## src/rtl/sar_readout_pkg.sv

```systemverilog
package sar_readout_pkg;

  typedef enum logic [1:0] {
    ST_IDLE  = 2'd0,
    ST_SETUP = 2'd1,
    ST_SHIFT = 2'd2,
    ST_QUIET = 2'd3
  } rdState_t;

  typedef struct packed {
    logic clear;
    logic sample;
    logic last;
  } dpStrobe_t;

endpackage

```

## src/rtl/sar_readout_ctrl.sv

```systemverilog
module sar_readout_ctrl
  import sar_readout_pkg::*;
#(
  parameter int DIV_HALF   = 5,
  parameter int QUIET_CYC  = 6,
  parameter int FRAME_BITS = 16
) (
  input  logic      clk,
  input  logic      rstN,
  input  logic      startReq,
  output logic      csN,
  output logic      sclk,
  output dpStrobe_t strobe
);

  localparam int CNT_MAX = (DIV_HALF > QUIET_CYC) ? DIV_HALF : QUIET_CYC;
  localparam int CNT_W   = $clog2(CNT_MAX + 1);
  localparam int BIT_W   = $clog2(FRAME_BITS + 1);
  localparam logic [CNT_W-1:0] HALF_LOAD  = CNT_W'(DIV_HALF - 1);
  localparam logic [CNT_W-1:0] QUIET_LOAD = CNT_W'(QUIET_CYC - 1);
  localparam logic [BIT_W-1:0] LAST_IDX   = BIT_W'(FRAME_BITS - 1);
  localparam logic [BIT_W-1:0] FULL_IDX   = BIT_W'(FRAME_BITS);

  rdState_t          stateQ, stateN;
  logic [CNT_W-1:0]  cntQ, cntN;
  logic [BIT_W-1:0]  bitQ, bitN;
  logic              pendQ, pendN;
  logic              csQ, csNxt;
  logic              sclkQ, sclkNxt;
  logic              want;
  logic              cntZero;

  assign want    = startReq | pendQ;
  assign cntZero = (cntQ == '0);

  always_comb begin
    stateN  = stateQ;
    cntN    = cntQ;
    bitN    = bitQ;
    csNxt   = csQ;
    sclkNxt = sclkQ;
    pendN   = (stateQ == ST_IDLE) ? 1'b0 : (pendQ | startReq);
    strobe  = '0;

    case (stateQ)
      ST_IDLE: begin
        if (want) begin
          stateN       = ST_SETUP;
          csNxt        = 1'b0;
          cntN         = HALF_LOAD;
          bitN         = '0;
          pendN        = 1'b0;
          strobe.clear = 1'b1;
        end
      end

      ST_SETUP: begin
        if (cntZero) begin
          stateN        = ST_SHIFT;
          sclkNxt       = 1'b0;
          strobe.sample = 1'b1;
          strobe.last   = (bitQ == LAST_IDX);
          bitN          = bitQ + 1'b1;
          cntN          = HALF_LOAD;
        end else begin
          cntN = cntQ - 1'b1;
        end
      end

      ST_SHIFT: begin
        if (!cntZero) begin
          cntN = cntQ - 1'b1;
        end else if (sclkQ) begin
          // falling edge: the converter output is still stable here
          sclkNxt       = 1'b0;
          strobe.sample = 1'b1;
          strobe.last   = (bitQ == LAST_IDX);
          bitN          = bitQ + 1'b1;
          cntN          = HALF_LOAD;
        end else begin
          sclkNxt = 1'b1;
          if (bitQ == FULL_IDX) begin
            stateN = ST_QUIET;
            csNxt  = 1'b1;
            cntN   = QUIET_LOAD;
          end else begin
            cntN = HALF_LOAD;
          end
        end
      end

      default: begin
        if (!cntZero) begin
          cntN = cntQ - 1'b1;
        end else if (want) begin
          stateN       = ST_SETUP;
          csNxt        = 1'b0;
          cntN         = HALF_LOAD;
          bitN         = '0;
          pendN        = 1'b0;
          strobe.clear = 1'b1;
        end else begin
          stateN = ST_IDLE;
        end
      end
    endcase
  end

  always_ff @(posedge clk or negedge rstN) begin
    if (!rstN) begin
      stateQ <= ST_IDLE;
      cntQ   <= '0;
      bitQ   <= '0;
      pendQ  <= 1'b0;
      csQ    <= 1'b1;
      sclkQ  <= 1'b1;
    end else begin
      stateQ <= stateN;
      cntQ   <= cntN;
      bitQ   <= bitN;
      pendQ  <= pendN;
      csQ    <= csNxt;
      sclkQ  <= sclkNxt;
    end
  end

  assign csN  = csQ;
  assign sclk = sclkQ;

endmodule

```

## src/rtl/sar_readout_dp.sv

```systemverilog
module sar_readout_dp
  import sar_readout_pkg::*;
#(
  parameter int FRAME_BITS = 16,
  parameter int LEAD_BITS  = 4,
  parameter int OUT_BITS   = 16
) (
  input  logic                clk,
  input  logic                rstN,
  input  logic                sdata,
  input  dpStrobe_t           strobe,
  output logic [OUT_BITS-1:0] result,
  output logic                resultValid,
  output logic                frameErr
);

  localparam int DATA_BITS = FRAME_BITS - LEAD_BITS;
  localparam int EXT_BITS  = OUT_BITS - DATA_BITS;

  logic [FRAME_BITS-2:0] shiftQ;
  logic [FRAME_BITS-1:0] word;
  logic [OUT_BITS-1:0]   extended;
  logic                  leadBad;
  logic [OUT_BITS-1:0]   resultQ;
  logic                  validQ;
  logic                  errQ;

  assign word    = {shiftQ, sdata};
  assign leadBad = |word[FRAME_BITS-1:DATA_BITS];

  generate
    if (EXT_BITS > 0) begin : g_ext
      assign extended = {{EXT_BITS{word[DATA_BITS-1]}}, word[DATA_BITS-1:0]};
    end else begin : g_noext
      assign extended = word[OUT_BITS-1:0];
    end
  endgenerate

  always_ff @(posedge clk or negedge rstN) begin
    if (!rstN) begin
      shiftQ  <= '0;
      resultQ <= '0;
      validQ  <= 1'b0;
      errQ    <= 1'b0;
    end else begin
      validQ <= strobe.sample & strobe.last;
      if (strobe.clear) begin
        shiftQ <= '0;
      end else if (strobe.sample) begin
        shiftQ <= word[FRAME_BITS-2:0];
      end
      if (strobe.sample && strobe.last) begin
        resultQ <= extended;
        errQ    <= leadBad;
      end
    end
  end

  assign result      = resultQ;
  assign resultValid = validQ;
  assign frameErr    = errQ;

endmodule

```

## src/rtl/sar_readout.sv

```systemverilog
module sar_readout
  import sar_readout_pkg::*;
#(
  parameter int DIV_HALF   = 5,
  parameter int QUIET_CYC  = 6,
  parameter int FRAME_BITS = 16,
  parameter int LEAD_BITS  = 4,
  parameter int OUT_BITS   = 16
) (
  input  logic                clk,
  input  logic                rstN,
  input  logic                startReq,
  input  logic                adcSdata,
  output logic                adcCsN,
  output logic                adcSclk,
  output logic [OUT_BITS-1:0] result,
  output logic                resultValid,
  output logic                frameErr
);

  dpStrobe_t strobe;

  sar_readout_ctrl #(
    .DIV_HALF  (DIV_HALF),
    .QUIET_CYC (QUIET_CYC),
    .FRAME_BITS(FRAME_BITS)
  ) ctrl_i (
    .clk     (clk),
    .rstN    (rstN),
    .startReq(startReq),
    .csN     (adcCsN),
    .sclk    (adcSclk),
    .strobe  (strobe)
  );

  sar_readout_dp #(
    .FRAME_BITS(FRAME_BITS),
    .LEAD_BITS (LEAD_BITS),
    .OUT_BITS  (OUT_BITS)
  ) dp_i (
    .clk        (clk),
    .rstN       (rstN),
    .sdata      (adcSdata),
    .strobe     (strobe),
    .result     (result),
    .resultValid(resultValid),
    .frameErr   (frameErr)
  );

endmodule

```

## config.mk

```make
export PLATFORM = sky130hd
export DESIGN_NAME = sar_readout
export DESIGN_NICKNAME = d
export VERILOG_FILES = /design/src/rtl/sar_readout_pkg.sv /design/src/rtl/sar_readout_ctrl.sv /design/src/rtl/sar_readout_dp.sv /design/src/rtl/sar_readout.sv
export SDC_FILE = /design/constraint.sdc
export NUM_CORES = 1
export LEC_CHECK = 0
export BUFFER_PORTS_ARGS = -buffer_cell sky130_fd_sc_hd__buf_2
export CORE_UTILIZATION = 41
export CTS_BUF_LIST = sky130_fd_sc_hd__clkbuf_4 sky130_fd_sc_hd__clkbuf_8
export CTS_CLUSTER_SIZE = 12
export DETAILED_ROUTE_END_ITERATION = 6
export GPL_TIMING_DRIVEN = 0
export HOLD_SLACK_MARGIN = 0.02
export SKIP_CTS_REPAIR_TIMING = 1
export SYNTH_ARGS = -nofsm -noshare
export SYNTH_HDL_FRONTEND = slang
export SYNTH_SLANG_ARGS = --single-unit
```

## constraint.sdc

```tcl
create_clock -name clk -period 1.7 [get_ports clk]
set_input_delay 0.085 -clock clk [delete_from_list [all_inputs] [get_ports clk]]
set_output_delay 0.085 -clock clk [all_outputs]
set_load 0.01 [all_outputs]
```

==> impl_metrics.toml, run 1 <==
[timing]
hold_violations = 0
rsz0062_at_grt = "yes"
setup_viol = 36
fin_crit_ps = 1920
min_period_over_period_pct = 113
fin_skew_ps = 7.65
setup_ws_ps = -215
maxSlewViolCount = 0
worst_pin_slew_ps = 917
max_slew_margin_pct = 38.9
max_clock_freq_mhz = 522

[outcome]
run_status = "finished with violations"
failed_checks = "DRC, setup timing"

[setup_path]
arrival_ps = 2100
required_ps = 1880
critPathLaunch = "ctrl_i.bitQ[0]"
crit_fanout = 3
cp.buffers_inverters = 1
endpoint_kind = "register"
timing_worst_setup_path_type = "reg2reg"
path_delay_family = "simple AND/OR/NAND/NOR gates"
rr_startpoint = "ctrl_i.bitQ[0]"
crit_slowest_cell = "or4bb_4"
start_kind = "register"
path_cells = "inv_1 > ha_1 > or4bb_4 > o31ai_2 > o211ai_1 > mux2_2"
cpPeakStageDelay_ps = 480

[power]
p_int_uw = 1470
power_frac_comb_pct = 1.8
cellPowerDensity_mw_per_mm2 = 667
leakagePower_uw = 0.00137
ir_worst_vdd_uv = 642
seqPwrFrac_pct = 54.7
swShare_pct = 20.4
p_switching_uw = 377
clockPowerShare_pct = 43.5

[synth]
syn_nets = 177
synth-seq-cells = 42
ys_seq_area_share_pct = 53.5
synth_top_family_by_area = "compound AO/OA/AOI/OAI gates"
yosys.area_share.adder_pct = 4.45
async_flop_share_pct = 100
synthCells = 166
synth_top_cell_by_area = "dfrtp_1"
yosys_warnings = 0
synth.distinct_cells = 36
syn_area_mm2 = 0.00197
synth-simple-area-share_pct = 10.9
synthTopCellsByArea = "dfrtp_1, mux2_4, a22o_1, ha_1, o21ai_0"
synth_mux_area_share_pct = 10.2
synthXorXnorAreaFrac_pct = 0
synthFlopType = "dfrtp_1"
synth_edf_count = 0
synth_compound_area_share_pct = 15.6
syn_area_per_cell_um2 = 11.9
synth_most_common_cell = "dfrtp_1"
synth.top_cell.area_share_pct = 50.9
synthTopCellsByCount = "dfrtp_1, a22o_1, o21ai_0"

[cts]
h-tree-depth = 2
cts.sinks = 42
clock_path_buffers = 2
cts-buffers-inserted = 5
cts_tree = "yes"
clock_latency_ps = 290
clk_pin_slew_ps = 80
cts_root_buf = "clkbuf_8"

[place]
gp_congestion = 0.863
dp_slack_ps = -312
placed_cells = 241
io_buffers = 23
dp_hpwl_um = 2530

[final_layout]
finalNonFillerCells = 283
syn_to_final_growth_pct = 40.7
final_nets = 241
n_antenna_cell = 0
drive_gt1_share_pct = 51.9
fill_cells = 351

[detailed_routing]
first_pass_iters = 6
drt_wl_total_um = 4740
viasPerCell = 5.47
ant_nets = 0
wl_per_cell_um = 16.8
drt_iter0_drc = 140
drc_errors = 2
vias = 1548

[die]
io_pins = 24
core_area_mm2 = 0.00447
num_rows = 24
die_area_mm2 = 0.00508
start_util_pct = 44.0
die_x_um = 71.3
die_h_um = 71.3

[global_routing]
grt_overflow = 0
grt_pass1_wl_um = 6220
grt_max_degree = 43
grt_pass1_vias = 1245
antenna_found_initial = 0
grt.total_usage_pct = 16.0

[flow_run]
cap_violations = 0

[min_path]
min_path_type = "in2reg"
hold_path.startpoint = "adcSdata"
==> routing by layer <==
| metal | GRT usage, % | vias to the layer above | share of wire (%) |
|---|---|---|---|
| met2 | 22.1 | 46 | 49 |
| met3 | 4.50 | 7 | 3.4 |
| met4 | 6.22 | 0 | 1.4 |
| met5 | 0 | - | 0 |
| met1 | 23.8 | 767 | 46 |
| li1 | - | 728 | - |
==> per-stage QoR <==
stage	total power (uW)	hold WS, ps	utilization [%]	area [um2]	TNS [ps]
2_1_floorplan	1030	-211	-	2010	-527
3_3_place_gp	1060	258	49.0	2190	-4450
3_5_place_dp	1060	281	49.0	2190	-5640
4_1_cts	1860	-41.8	51.5	2310	-6450
5_1_grt	1910	38.4	61.9	2770	-6900
6_report	1850	38.2	61.9	2770	-4660
==> power by group through the flow <==
| stage | logic, uW | registers [uW] | clock network, uW |
|---|---|---|---|
| 5_1_grt | 38.8 | 1010 | 863 |
| 3_3_place_gp | 32.0 | 1030 | 0 |
| 6_report | 33.3 | 1010 | 803 |
| 2_1_floorplan | 6.15 | 1030 | 0 |
| 4_1_cts | 33.4 | 1010 | 814 |
| 3_5_place_dp | 33.6 | 1030 | 0 |
==> flip-flops by register name, summed over array words and instances, names as in the netlist <==
name	flops
ctrl_i.stateQ	2
ctrl_i.sclk	1
dp_i.resultValid	1
dp_i.result	12
dp_i.shiftQ	15
ctrl_i.cntQ	3
ctrl_i.bitQ	5
ctrl_i.pendQ	1
dp_i.frameErr	1
ctrl_i.csN	1
==> path summary, 6_finish.rpt <==
path	to	slack (ps)	depth (start not counted)
worst max-delay path	ctrl_i.stateQ[0]	-220	6
worst min-delay path	dp_i.shiftQ[0]	40	2
min in group asynchronous	ctrl_i.pendQ	460	2
worst max register to register	ctrl_i.stateQ[0]	-220	6
max in group asynchronous	ctrl_i.stateQ[0]	600	2
worst min register to register	ctrl_i.csN	500	2
==> final cells by class <==
type / count / area [um2] / share of cell area, %
inverters: 9 / 33.8 / 1.22
plain buffers: 11 / 115 / 4.16
repair buffers: 56 / 403 / 14.6
multi-input cells: 105 / 981 / 35.4
well taps: 52 / 65.1 / 2.35
clock buffers: 6 / 76.3 / 2.76
flip-flops and latches: 42 / 1060 / 38.2
clock inverters: 2 / 37.5 / 1.36
==> logic make-up (layout without fill, tap and decap cells) <==
group,after synthesis,count (layout)
AOI/OAI and AO/OA,44,45
and+or+nand+nor,38,38
adders and majority gates,7,7
DFF,42,42
muxes,15,15
buffers and inverters,20,84
==> cell usage in the layout (no fill, tap or decap), types with 5 or more instances in the layout <==
cell and instances:
nand2_1 6, mux2_2 5, a22o_1 15, inv_1 6, buf_2 24, buf_4 26, o21ai_0 9, dfrtp_1 37
buf_6 14, mux2_4 9, clkbuf_8 5, nor2_1 9
==> worst register-to-register path: stages (launching register included) <==
cell and delay (ps):
dfrtp_1 410, inv_1 70, ha_1 140, or4bb_4 480
o31ai_2 240, o211ai_1 170, mux2_2 300
(Power assumes the default switching activity.)
==> inputs of run 2 (changes only) <==
--- a/config.mk
+++ b/config.mk
@@ -12,7 +12,6 @@
 export DETAILED_ROUTE_END_ITERATION = 6
 export GPL_TIMING_DRIVEN = 0
 export HOLD_SLACK_MARGIN = 0.02
-export SKIP_CTS_REPAIR_TIMING = 1
 export SYNTH_ARGS = -nofsm -noshare
 export SYNTH_HDL_FRONTEND = slang
 export SYNTH_SLANG_ARGS = --single-unit
==> impl_metrics.toml, run 2 (synthesis gave the netlist of run 1 again) <==
[outcome]
run_status = "finished with violations"
failed_checks = "DRC, setup timing"

[global_routing]
grt.total_usage_pct = 18.8
grt_pass1_wl_um = 7310
grt_overflow = 0
grt_max_degree = 43
antenna_found_initial = 0
grt_pass1_vias = 1436

[final_layout]
final_cell_mix = "dfrtp_1, buf_4, buf_2"
ff_latch_area_mm2 = 0.00105
final_common_cell = "dfrtp_1"
regMostFlops = "dp_i.shiftQ"
post-route-cell-area_mm2 = 0.00271
n_antenna_cell = 0
final_core_util_pct = 60.6
drive_gt1_share_pct = 48.2
fill_cells = 360
multiInputGateArea_um2 = 946
final_nets = 236
largest_register_ffs = 15
syn_to_final_growth_pct = 37.7

[power]
cellPowerDensity_mw_per_mm2 = 682
clockPowerShare_pct = 43.6
seqPwrFrac_pct = 54.6
swShare_pct = 20.5
ir_worst_vdd_uv = 657
p_switching_uw = 379
p_int_uw = 1470
leakagePower_uw = 0.00135
power_frac_comb_pct = 1.8

[cts]
cts_tree = "yes"
clk_pin_slew_ps = 80
cts_root_buf = "clkbuf_8"
cts.sinks = 42
clock_path_buffers = 2
cts-buffers-inserted = 5
clock_latency_ps = 290
h-tree-depth = 2

[detailed_routing]
ant_nets = 0
drt_iter0_drc = 103
drt_wl_total_um = 4500
drc_errors = 2
vias = 1490
wl_per_cell_um = 16.2
viasPerCell = 5.36
first_pass_iters = 6

[setup_path]
crit_slowest_cell = "dfrtp_1"
rr_startpoint = "ctrl_i.cntQ[1]"
required_ps = 1880
crit_fanout = 5
rrSetupSlack_ps = -160
arrival_ps = 2040
path_cells = "or3_1 > buf_6 > nor3_4 > nand2_4 > buf_12 > mux2_4"
timing_worst_setup_path_type = "reg2reg"
endpoint_kind = "register"
worst-r2r-cell-count = 6
start_kind = "register"
cpPeakStageDelay_ps = 390
reg2reg_to = "dp_i.result[6]"

[die]
die_x_um = 71.3
die_area_mm2 = 0.00508
io_pins = 24
num_rows = 24
die_h_um = 71.3
core_area_mm2 = 0.00447
start_util_pct = 44.0

[timing]
maxSlewViolCount = 0
setup_ws_ps = -161
max_slew_margin_pct = 37.5
hold_ws_ps = 36.7
fin_crit_ps = 1860
rsz0062_at_grt = "yes"
worst_pin_slew_ps = 938
fin_skew_ps = 8.68
fin_setup_tns_ps = -3620
hold_violations = 0
max_clock_freq_mhz = 537
setup_viol = 33
min_period_over_period_pct = 109

[place]
io_buffers = 23
dp_hpwl_um = 2530
gp_congestion = 0.863
placed_cell_area_mm2 = 0.00219
dp_slack_ps = -312

[min_path]
hold_path.startpoint = "adcSdata"
min_path_cells = 2
min_path_type = "in2reg"
min_to = "dp_i.shiftQ[0]"

[flow_run]
cap_violations = 0
## run 2: changes by cell type in the layout (fill, tap and decap cells not counted), sizes merged
cell	delta
o221ai	-1
buf	-5
clkbuf	+1
## run 2: power by group through the flow
stage | registers (uW) | clock network (uW) | logic [uW]
4_1_cts | 1010 | 814 | 35.1
3_5_place_dp | 1030 | 0 | 33.6
5_1_grt | 1010 | 860 | 38.9
2_1_floorplan | 1030 | 0 | 6.15
6_report | 1010 | 805 | 33.4
3_3_place_gp | 1030 | 0 | 32.0
## run 2: worst max-delay path: cells and delay by family (launching register included)
family	cells	cell delay [ps]
buffers and inverters	2	300
muxes	1	290
DFF	1	390
and+or+nand+nor	3	770
## run 2: layout make-up
type / instances / area share, %
Buffer: 9 / 3.42
Sequential cell: 42 / 38.9
Tap cell: 52 / 2.40
Clock buffer: 6 / 2.82
Multi-Input combinational cell: 104 / 34.9
Inverter: 9 / 1.25
Timing Repair Buffer: 54 / 14.9
Clock inverter: 2 / 1.39
## run 2: what timing repair did
action                                 4_1_cts  5_1_grt
hold buffers                                 1        0
endpoints found under the hold margin       40        0
gates resized for setup                     32       10
setup endpoints to repair                   33       34
setup buffers                               19        9
cloned                                       3        0
pin swaps                                   13       20
## run 2: per-layer routing
layer / track usage (%) / wire [um]
met5: 0 / 0
met4: 6.67 / 43
met3: 4.50 / 157
met2: 28.8 / 2120
met1: 26.3 / 2180
## run 2: through the flow
stage | instances | power [uW]
global placement | 241 | 1060
finish | 278 | 1850
detailed placement | 241 | 1060
floorplan | 166 | 1030
global route | 278 | 1910
CTS | 271 | 1860
## run 2: how the worst max path moves through the flow
stage / from / end / slack, ps / cells past startpoint
floorplan: ctrl_i.cntQ[0] / dp_i.result[0] / -50 / 6
global placement: ctrl_i.stateQ[0] / dp_i.shiftQ[4] / -260 / 7
detailed placement: ctrl_i.stateQ[0] / dp_i.shiftQ[2] / -310 / 7
CTS: ctrl_i.cntQ[0] / dp_i.result[6] / -140 / 6
global route: ctrl_i.cntQ[1] / dp_i.result[6] / -220 / 6
finish: ctrl_i.cntQ[1] / dp_i.result[6] / -160 / 6
